**config.mk**
```make
export PLATFORM = sky130hd
export DESIGN_NAME = rtc_top
export DESIGN_NICKNAME = d
export VERILOG_FILES = /design/src/rtl/rtc_pkg.sv /design/src/rtl/rtc_ctrl.sv /design/src/rtl/rtc_dp.sv /design/src/rtl/rtc_top.sv
export SDC_FILE = /design/constraint.sdc
export NUM_CORES = 1
export LEC_CHECK = 0
export CELL_PAD_IN_SITES_DETAIL_PLACEMENT = 1
export CELL_PAD_IN_SITES_GLOBAL_PLACEMENT = 2
export CORE_UTILIZATION = 38
export DETAILED_ROUTE_END_ITERATION = 6
export GPL_TIMING_DRIVEN = 0
export PLACE_DENSITY = 0.81
export SYNTH_ARGS = -nofsm -noshare
export SYNTH_HDL_FRONTEND = slang
export SYNTH_SLANG_ARGS = --single-unit
export TNS_END_PERCENT = 50
```
**constraint.sdc**
```tcl
create_clock -name clk -period 8.6 [get_ports clk]
set_input_delay 1.29 -clock clk [delete_from_list [all_inputs] [get_ports clk]]
set_output_delay 1.29 -clock clk [all_outputs]
set_load 0.01 [all_outputs]
```
**src/rtl/rtc_pkg.sv**
```systemverilog
package rtc_pkg;
  localparam int ADDR_W = 3;
  localparam logic [ADDR_W-1:0] A_SEC    = 3'd0;
  localparam logic [ADDR_W-1:0] A_SUB    = 3'd1;
  localparam logic [ADDR_W-1:0] A_TODCMP = 3'd2;
  localparam logic [ADDR_W-1:0] A_TODIVL = 3'd3;
  localparam logic [ADDR_W-1:0] A_SUBIVL = 3'd4;
  localparam logic [ADDR_W-1:0] A_CTRL   = 3'd5;
  localparam logic [ADDR_W-1:0] A_FLAGS  = 3'd6;

  typedef struct packed {
    logic secLoad;
    logic subTick;
    logic todArm;
    logic subArm;
    logic clrTod;
    logic clrSub;
  } rtc_strobe_t;
endpackage

```
**src/rtl/rtc_ctrl.sv**
```systemverilog
module rtc_ctrl
  import rtc_pkg::*;
#(
  parameter int SEC_W     = 32,
  parameter int SUB_W     = 12,
  parameter int PRE_DIV   = 8,
  parameter int TRIM_W    = 8,
  parameter int PPM_SCALE = 1000000,
  parameter int TIV_W     = 20
) (
  input  logic              clk,
  input  logic              rstN,
  input  logic              tbEn,
  input  logic              wrEn,
  input  logic [ADDR_W-1:0] wrAddr,
  input  logic [SEC_W-1:0]  wrData,
  input  logic [ADDR_W-1:0] rdAddr,
  output logic [SEC_W-1:0]  rdData,
  input  logic [SEC_W-1:0]  secCnt,
  input  logic [SUB_W-1:0]  subCnt,
  input  logic [SEC_W-1:0]  todCmp,
  input  logic              todFlag,
  input  logic              subFlag,
  output rtc_strobe_t       stb,
  output logic [SEC_W-1:0]  secPendVal,
  output logic [TIV_W-1:0]  todIvl,
  output logic [SUB_W:0]    subIvl,
  output logic              todEn,
  output logic              todRecur,
  output logic              subEn,
  output logic              subRecur
);
  localparam int PRE_W = $clog2(PRE_DIV);
  localparam int ACC_W = $clog2(PPM_SCALE) + 1;

  logic              pendLoad;
  logic [PRE_W-1:0]  preCnt;
  logic [ACC_W-1:0]  trimAcc;
  logic [TRIM_W-1:0] trimVal;
  logic [TRIM_W-1:0] trimMag;
  logic [ACC_W-1:0]  accSum;
  logic              trimEvt;
  logic [PRE_W+1:0]  preStep;
  logic [PRE_W+1:0]  preSum;
  logic              preCarry;
  logic [PRE_W-1:0]  preNext;
  logic [SEC_W-1:0]  ctrlWord;

  assign trimMag  = trimVal[TRIM_W-1] ? (~trimVal + 1'b1) : trimVal;
  assign accSum   = trimAcc + ACC_W'(trimMag);
  assign trimEvt  = (trimMag != '0) && (accSum >= ACC_W'(PPM_SCALE));

  always_comb begin
    if (!trimEvt)                preStep = (PRE_W+2)'(1);
    else if (trimVal[TRIM_W-1])  preStep = '0;
    else                         preStep = (PRE_W+2)'(2);
    preSum   = (PRE_W+2)'(preCnt) + preStep;
    preCarry = preSum >= (PRE_W+2)'(PRE_DIV);
    preNext  = preCarry ? PRE_W'(preSum - (PRE_W+2)'(PRE_DIV)) : PRE_W'(preSum);
  end

  always_comb begin
    stb.secLoad = tbEn && pendLoad;
    stb.subTick = tbEn && !pendLoad && preCarry;
    stb.todArm  = wrEn && (wrAddr == A_TODCMP);
    stb.subArm  = wrEn && (wrAddr == A_SUBIVL);
    stb.clrTod  = wrEn && (wrAddr == A_FLAGS) && wrData[0];
    stb.clrSub  = wrEn && (wrAddr == A_FLAGS) && wrData[1];
  end

  always_ff @(posedge clk or negedge rstN) begin
    if (!rstN) begin
      preCnt  <= '0;
      trimAcc <= '0;
    end else if (stb.secLoad) begin
      preCnt  <= '0;
      trimAcc <= '0;
    end else if (tbEn) begin
      preCnt  <= preNext;
      trimAcc <= trimEvt ? accSum - ACC_W'(PPM_SCALE) : accSum;
    end
  end

  always_ff @(posedge clk or negedge rstN) begin
    if (!rstN) begin
      pendLoad   <= 1'b0;
      secPendVal <= '0;
      todIvl     <= '0;
      subIvl     <= '0;
      trimVal    <= '0;
      todEn      <= 1'b0;
      todRecur   <= 1'b0;
      subEn      <= 1'b0;
      subRecur   <= 1'b0;
    end else begin
      if (stb.secLoad) pendLoad <= 1'b0;
      if (wrEn) begin
        case (wrAddr)
          A_SEC: begin
            pendLoad   <= 1'b1;
            secPendVal <= wrData;
          end
          A_TODIVL: todIvl <= wrData[TIV_W-1:0];
          A_SUBIVL: subIvl <= wrData[SUB_W:0];
          A_CTRL: begin
            todEn    <= wrData[0];
            todRecur <= wrData[1];
            subEn    <= wrData[2];
            subRecur <= wrData[3];
            trimVal  <= wrData[TRIM_W+7:8];
          end
          default: ;
        endcase
      end
    end
  end

  always_comb begin
    ctrlWord             = '0;
    ctrlWord[3:0]        = {subRecur, subEn, todRecur, todEn};
    ctrlWord[TRIM_W+7:8] = trimVal;
  end

  always_comb begin
    case (rdAddr)
      A_SEC:    rdData = secCnt;
      A_SUB:    rdData = SEC_W'(subCnt);
      A_TODCMP: rdData = todCmp;
      A_TODIVL: rdData = SEC_W'(todIvl);
      A_SUBIVL: rdData = SEC_W'(subIvl);
      A_CTRL:   rdData = ctrlWord;
      A_FLAGS:  rdData = SEC_W'({subFlag, todFlag});
      default:  rdData = '0;
    endcase
  end
endmodule

```
**src/rtl/rtc_dp.sv**
```systemverilog
module rtc_dp
  import rtc_pkg::*;
#(
  parameter int SEC_W = 32,
  parameter int SUB_W = 12,
  parameter int TIV_W = 20
) (
  input  logic             clk,
  input  logic             rstN,
  input  rtc_strobe_t      stb,
  input  logic [SEC_W-1:0] secPendVal,
  input  logic [SEC_W-1:0] wrData,
  input  logic [TIV_W-1:0] todIvl,
  input  logic [SUB_W:0]   subIvl,
  input  logic             todEn,
  input  logic             todRecur,
  input  logic             subEn,
  input  logic             subRecur,
  output logic [SEC_W-1:0] secCnt,
  output logic [SUB_W-1:0] subCnt,
  output logic [SEC_W-1:0] todCmp,
  output logic             todFlag,
  output logic             subFlag
);
  logic             secInc;
  logic [SEC_W-1:0] secNext;
  logic             todArmed;
  logic             todHit;
  logic [SUB_W:0]   subDown;
  logic             subArmed;
  logic             subHit;

  assign secInc  = stb.subTick && (&subCnt);
  assign secNext = secCnt + 1'b1;
  assign todHit  = todArmed && secInc && (secNext == todCmp);
  assign subHit  = subArmed && stb.subTick && (subDown == (SUB_W+1)'(1));

  always_ff @(posedge clk or negedge rstN) begin
    if (!rstN) begin
      secCnt <= '0;
      subCnt <= '0;
    end else if (stb.secLoad) begin
      secCnt <= secPendVal;
      subCnt <= '0;
    end else if (stb.subTick) begin
      subCnt <= subCnt + 1'b1;
      if (secInc) secCnt <= secNext;
    end
  end

  always_ff @(posedge clk or negedge rstN) begin
    if (!rstN) begin
      todCmp   <= '0;
      todArmed <= 1'b0;
    end else if (stb.todArm) begin
      todCmp   <= wrData;
      todArmed <= 1'b1;
    end else if (todHit) begin
      if (todRecur) todCmp <= todCmp + SEC_W'(todIvl);
      else          todArmed <= 1'b0;
    end
  end

  always_ff @(posedge clk or negedge rstN) begin
    if (!rstN) begin
      subDown  <= '0;
      subArmed <= 1'b0;
    end else if (stb.subArm) begin
      subDown  <= wrData[SUB_W:0];
      subArmed <= |wrData[SUB_W:0];
    end else if (subArmed && stb.subTick) begin
      if (subHit) begin
        if (subRecur) subDown <= subIvl;
        else          subArmed <= 1'b0;
      end else begin
        subDown <= subDown - 1'b1;
      end
    end
  end

  always_ff @(posedge clk or negedge rstN) begin
    if (!rstN) begin
      todFlag <= 1'b0;
      subFlag <= 1'b0;
    end else begin
      if (todHit && todEn) todFlag <= 1'b1;
      else if (stb.clrTod) todFlag <= 1'b0;
      if (subHit && subEn) subFlag <= 1'b1;
      else if (stb.clrSub) subFlag <= 1'b0;
    end
  end
endmodule

```
**src/rtl/rtc_top.sv**
```systemverilog
module rtc_top
  import rtc_pkg::*;
#(
  parameter int SEC_W     = 32,
  parameter int SUB_W     = 12,
  parameter int PRE_DIV   = 8,
  parameter int TRIM_W    = 8,
  parameter int PPM_SCALE = 1000000,
  parameter int TIV_W     = 20
) (
  input  logic              clk,
  input  logic              rstN,
  input  logic              tbEn,
  input  logic              wrEn,
  input  logic [ADDR_W-1:0] wrAddr,
  input  logic [SEC_W-1:0]  wrData,
  input  logic [ADDR_W-1:0] rdAddr,
  output logic [SEC_W-1:0]  rdData,
  output logic              irqTod,
  output logic              irqSub,
  output logic              wakeReq
);
  rtc_strobe_t      stb;
  logic [SEC_W-1:0] secPendVal;
  logic [TIV_W-1:0] todIvl;
  logic [SUB_W:0]   subIvl;
  logic             todEn, todRecur, subEn, subRecur;
  logic [SEC_W-1:0] secCnt;
  logic [SUB_W-1:0] subCnt;
  logic [SEC_W-1:0] todCmp;
  logic             todFlag, subFlag;

  rtc_ctrl #(
    .SEC_W(SEC_W), .SUB_W(SUB_W), .PRE_DIV(PRE_DIV),
    .TRIM_W(TRIM_W), .PPM_SCALE(PPM_SCALE), .TIV_W(TIV_W)
  ) u_ctrl (
    .clk(clk), .rstN(rstN), .tbEn(tbEn),
    .wrEn(wrEn), .wrAddr(wrAddr), .wrData(wrData),
    .rdAddr(rdAddr), .rdData(rdData),
    .secCnt(secCnt), .subCnt(subCnt), .todCmp(todCmp),
    .todFlag(todFlag), .subFlag(subFlag),
    .stb(stb), .secPendVal(secPendVal), .todIvl(todIvl), .subIvl(subIvl),
    .todEn(todEn), .todRecur(todRecur), .subEn(subEn), .subRecur(subRecur)
  );

  rtc_dp #(.SEC_W(SEC_W), .SUB_W(SUB_W), .TIV_W(TIV_W)) u_dp (
    .clk(clk), .rstN(rstN), .stb(stb),
    .secPendVal(secPendVal), .wrData(wrData),
    .todIvl(todIvl), .subIvl(subIvl),
    .todEn(todEn), .todRecur(todRecur), .subEn(subEn), .subRecur(subRecur),
    .secCnt(secCnt), .subCnt(subCnt), .todCmp(todCmp),
    .todFlag(todFlag), .subFlag(subFlag)
  );

  assign irqTod  = todFlag;
  assign irqSub  = subFlag;
  assign wakeReq = todFlag || subFlag;
endmodule

```
==> metrics.md <==
| Metric | Value |
|---|---|
| Post-route ant nets | `0` |
| Clock transition at path regs | `80 ps` |
| Minimum clock period | `8130 ps` |
| Detail Placement HPWL | `36900 um` |
| Hold slack | `slightly above 500 ps` |
| Worst path max stage delay | `about 560 ps` |
| Clock latency on the worst-skew pair | `470 ps` |
| Commonest non-fill, non-tap cell in the layout | `dfrtp_1` |
| Cts bufs inserted | `17` |
| Mapped Nets | `1593` |
| Critical Path Sink | `u_dp.todCmp[30]` |
| GR Overflow Total | `0` |
| CP endpoint kind | `flip-flop` |
| Peak supply drop | `0.165 mV` |
| Clk sinks | `195` |
| Final Skew | `11.6 ps` |
| Class of the worst hold path | `flip-flop to flip-flop` |
| CTS H-tree lvls | `4` |
| Worst r2r dst | `u_dp.todCmp[30]` |
| Diode count | `0` |
| WL/cell | `23.5 um` |
| Syn Inst Count | `1511` |
| # IOs | `77` |
| Via Count | `12300` |
| CTS Hold Bufs | `0` |
| Residual DRC count | `2` |
| CP max FO | `8` |
| Critical Path Source | `u_ctrl.trimVal[5]` |
| All-Layer GR Usage | `0.282` |
| Unique masters post-synth | `78` |
| Post-synth EDFFs | `0` |
| PortBufs | `74` |
| Final hold violation count | `0` |
| P_leak | `6.42 nW` |
| Yosys reg bits | `195` |
| RSZ-0062 raised after global routing | `no` |
| Worst-case reg-to-reg path depth | `29` |
| Die W | `189 um` |
| Worst r2r src | `u_ctrl.trimVal[5]` |
| Actual slew at the worst max-slew pin | `1060 ps` |
| Placer Congestion | `0.910` |
| Max_cap viols | `0` |
| First-pass GRT wire length | `between 70000 and 80000 um` |
| Die footprint | `approximately 36000 sq um` |
| FP Rows | `68` |
| DIE HEIGHT | `189 um` |
| Final Slew Violations | `0` |
| Slew HR | `0.292` |
| Initial antenna violation count | `3` |
| Fin nets | `1692` |
| Most frequent cells in the layout | `dfrtp_1, nand2_1, nor2_1, o21ai_0, a21oi_1` |
| Vias per inst | `5.92` |
| Largest net degree at the start of global routing | `71` |
| Crit share post-route | `0.946` |
| Final Cell Area | `between 15000 and 20000 sq um` |
| Async set-reset flop share out of synthesis | `1.00` |
| DR pass1 iterations | `7` |
| Post-synth top area cell | `dfrtp_1` |
| Detailed router's first-iteration violation count | `roughly 810` |
| Top post-synthesis cells by area | `dfrtp_1, mux2_2, nand2_1` |
| Synthesized area | `13300 sq um` |
| Failing checks | `design-rule violations` |
| Core area | `34500 sq um` |
| Main flop type after synthesis | `dfrtp_1` |
| Yosys top cell area share | `0.367` |
| Avg Cell Area, Syn | `approximately 8.8 sq um` |
| Area Growth Syn to Fin | `16.2%` |
| Initial Util | `0.386` |
| Fmax | `0.123 GHz` |
| Layout cell share with drive strength beyond 1 | `0.114` |
| CTS max path bufs | `2` |
| WL final | `around 50000 um` |
| Place WS | `-572 ps` |
| Total power | `4.08 mW` |
| Vias in the first global route | `between 10000 and 15000` |
| Startpoint types | `flip-flop` |
| Status | `complete, but fails checks` |
| CTS tree | `yes` |
| Clock Tree Root | `clkbuf_16` |
| Syn. warnings | `0` |
| Seq/Total Area, Yosys | `0.367` |
| Crit-path most repeated cell | `or4_1` |
| CP Data Arrival Time | `8520 ps` |
| PD cells | `264 nW/um^2` |
| Fill cells | `between 4000 and 5000` |
| Reg2Reg Setup Slack | `470 ps` |
| Setup violators final | `0` |
| Slack of the critical path | `468 ps` |
| Required @ worst endpoint | `8980 ps` |
| CP Class | `flip-flop to flip-flop` |
| Slowest cell on crit path | `or3b_2` |
| DP Area | `approximately 15000 sq um` |
==> report_power, final <==
group / internal (mW) / leakage, nW / switching, mW
sequential: 1.15 / 2.41 / 0.267
combinational: 0.759 / 3.72 / 1.04
clock: 0.447 / 0.292 / 0.420
total: 2.35 / 6.42 / 1.73
==> critical path, delay by kind of cell (launching register included) <==
kind	cells	cell delay (ps)
AO/OA/AOI/OAI	9	2180
AND/OR/NAND/NOR	13	4020
adder cells (fa/ha/maj)	2	620
flip-flops	1	500
buffers and inverters	4	510
XOR/XNOR	1	200
==> final cells by class <==
type / instances / area, sq um / area share
Tap cell: 455 / 569 / 0.0368
Buffer: 90 / 377 / 0.0244
Clock inverter: 14 / 168 / 0.0108
Clock buffer: 18 / 439 / 0.0284
Multi-Input combinational cell: 1169 / 7980 / 0.516
Inverter: 55 / 206 / 0.0134
Sequential cell: 195 / 4880 / 0.316
Timing Repair Buffer: 82 / 843 / 0.0545
==> synthesized netlist by cell type (7+ instances only) <==
cell type and count:
dfrtp_1 195, nand2_1 177, nor2_1 117, o21ai_0 107, a21oi_1 90, mux2_2 68
clkbuf_1 65, inv_1 53, xnor2_1 49, xor2_1 44, mux2i_1 40, nand3_1 38
ha_1 37, nor3_1 36, nor2b_1 20, nand4_1 18, nor4_1 18, and3_1 17
or3_1 17, a221o_1 16, a211oi_1 15, a31oi_1 15, o221ai_1 14, nand2b_1 13
a22oi_1 12, buf_2 12, o311ai_0 12, o22ai_1 11, or2_2 11, a21o_1 10
and2_1 10, and4_1 10, o21a_1 10, o31ai_1 9, buf_1 8, o211ai_1 8
or4_1 8, nor3b_1 7, o2bb2ai_1 7
==> metrics by stage <==
step | instances | TNS (ps) | util
after floorplan | 1511 | 0 | -
final | 2078 | 0 | 0.449
after detailed placement | 2044 | -11490 | 0.427
after CTS | 2076 | 0 | 0.445
after global placement | 2040 | -540070 | 0.424
after global routing | 2078 | 0 | 0.449
==> repair_timing <==
action / 4_1_cts / 5_1_grt
endpoints found under the setup margin: 28 / 28
gates resized for setup: 7 / 21
buffers inserted: 1 / 3
pin swaps: 1 / 4
gates cloned: 0 / 0
==> sequential cells by signal, indices dropped and copies added, names as in the netlist, 12 cells and up <==
register,flops
u_dp.subCnt,12
u_ctrl.subIvl,13
u_ctrl.secPendVal,32
u_dp.secCnt,32
u_dp.todCmp,32
u_ctrl.todIvl,20
u_dp.subDown,13
u_ctrl.trimAcc,21
==> routing by layer <==
| layer | GRT usage | wire, um |
|---|---|---|
| met1 | 0.392 | 22900 |
| met3 | 0.0417 | 2220 |
| met4 | 0.0816 | 1210 |
| met2 | 0.453 | 22600 |
| met5 | 0 | 12 |
==> worst min-delay path by stage <==
stage | depth (start not counted) | to | start | slack [ps]
floorplan | 2 | u_dp.todArmed | u_dp.todArmed | 440
global placement | 2 | u_dp.secCnt[31] | u_ctrl.secPendVal[31] | 470
detailed placement | 1 | u_ctrl.trimAcc[7] | u_ctrl.trimAcc[7] | 490
CTS | 1 | u_ctrl.trimAcc[7] | u_ctrl.trimAcc[7] | 510
global route | 1 | u_ctrl.trimAcc[7] | u_ctrl.trimAcc[7] | 520
finish | 1 | u_ctrl.trimAcc[5] | u_ctrl.trimAcc[5] | 510
==> cells by family (layout without fill, tap and decap cells) <==
kind of cell	count (synthesis)	count (layout)	synth area share
AOI/OAI and AO/OA	380	380	0.186
xor gates and xnor gates	93	93	0.0612
adders and majority gates	40	40	0.0393
buffers and inverters	147	259	0.0442
DFF	195	195	0.367
muxes	114	114	0.0978
and+or+nand+nor	542	542	0.205
Power figures use the tool's default switching activity.
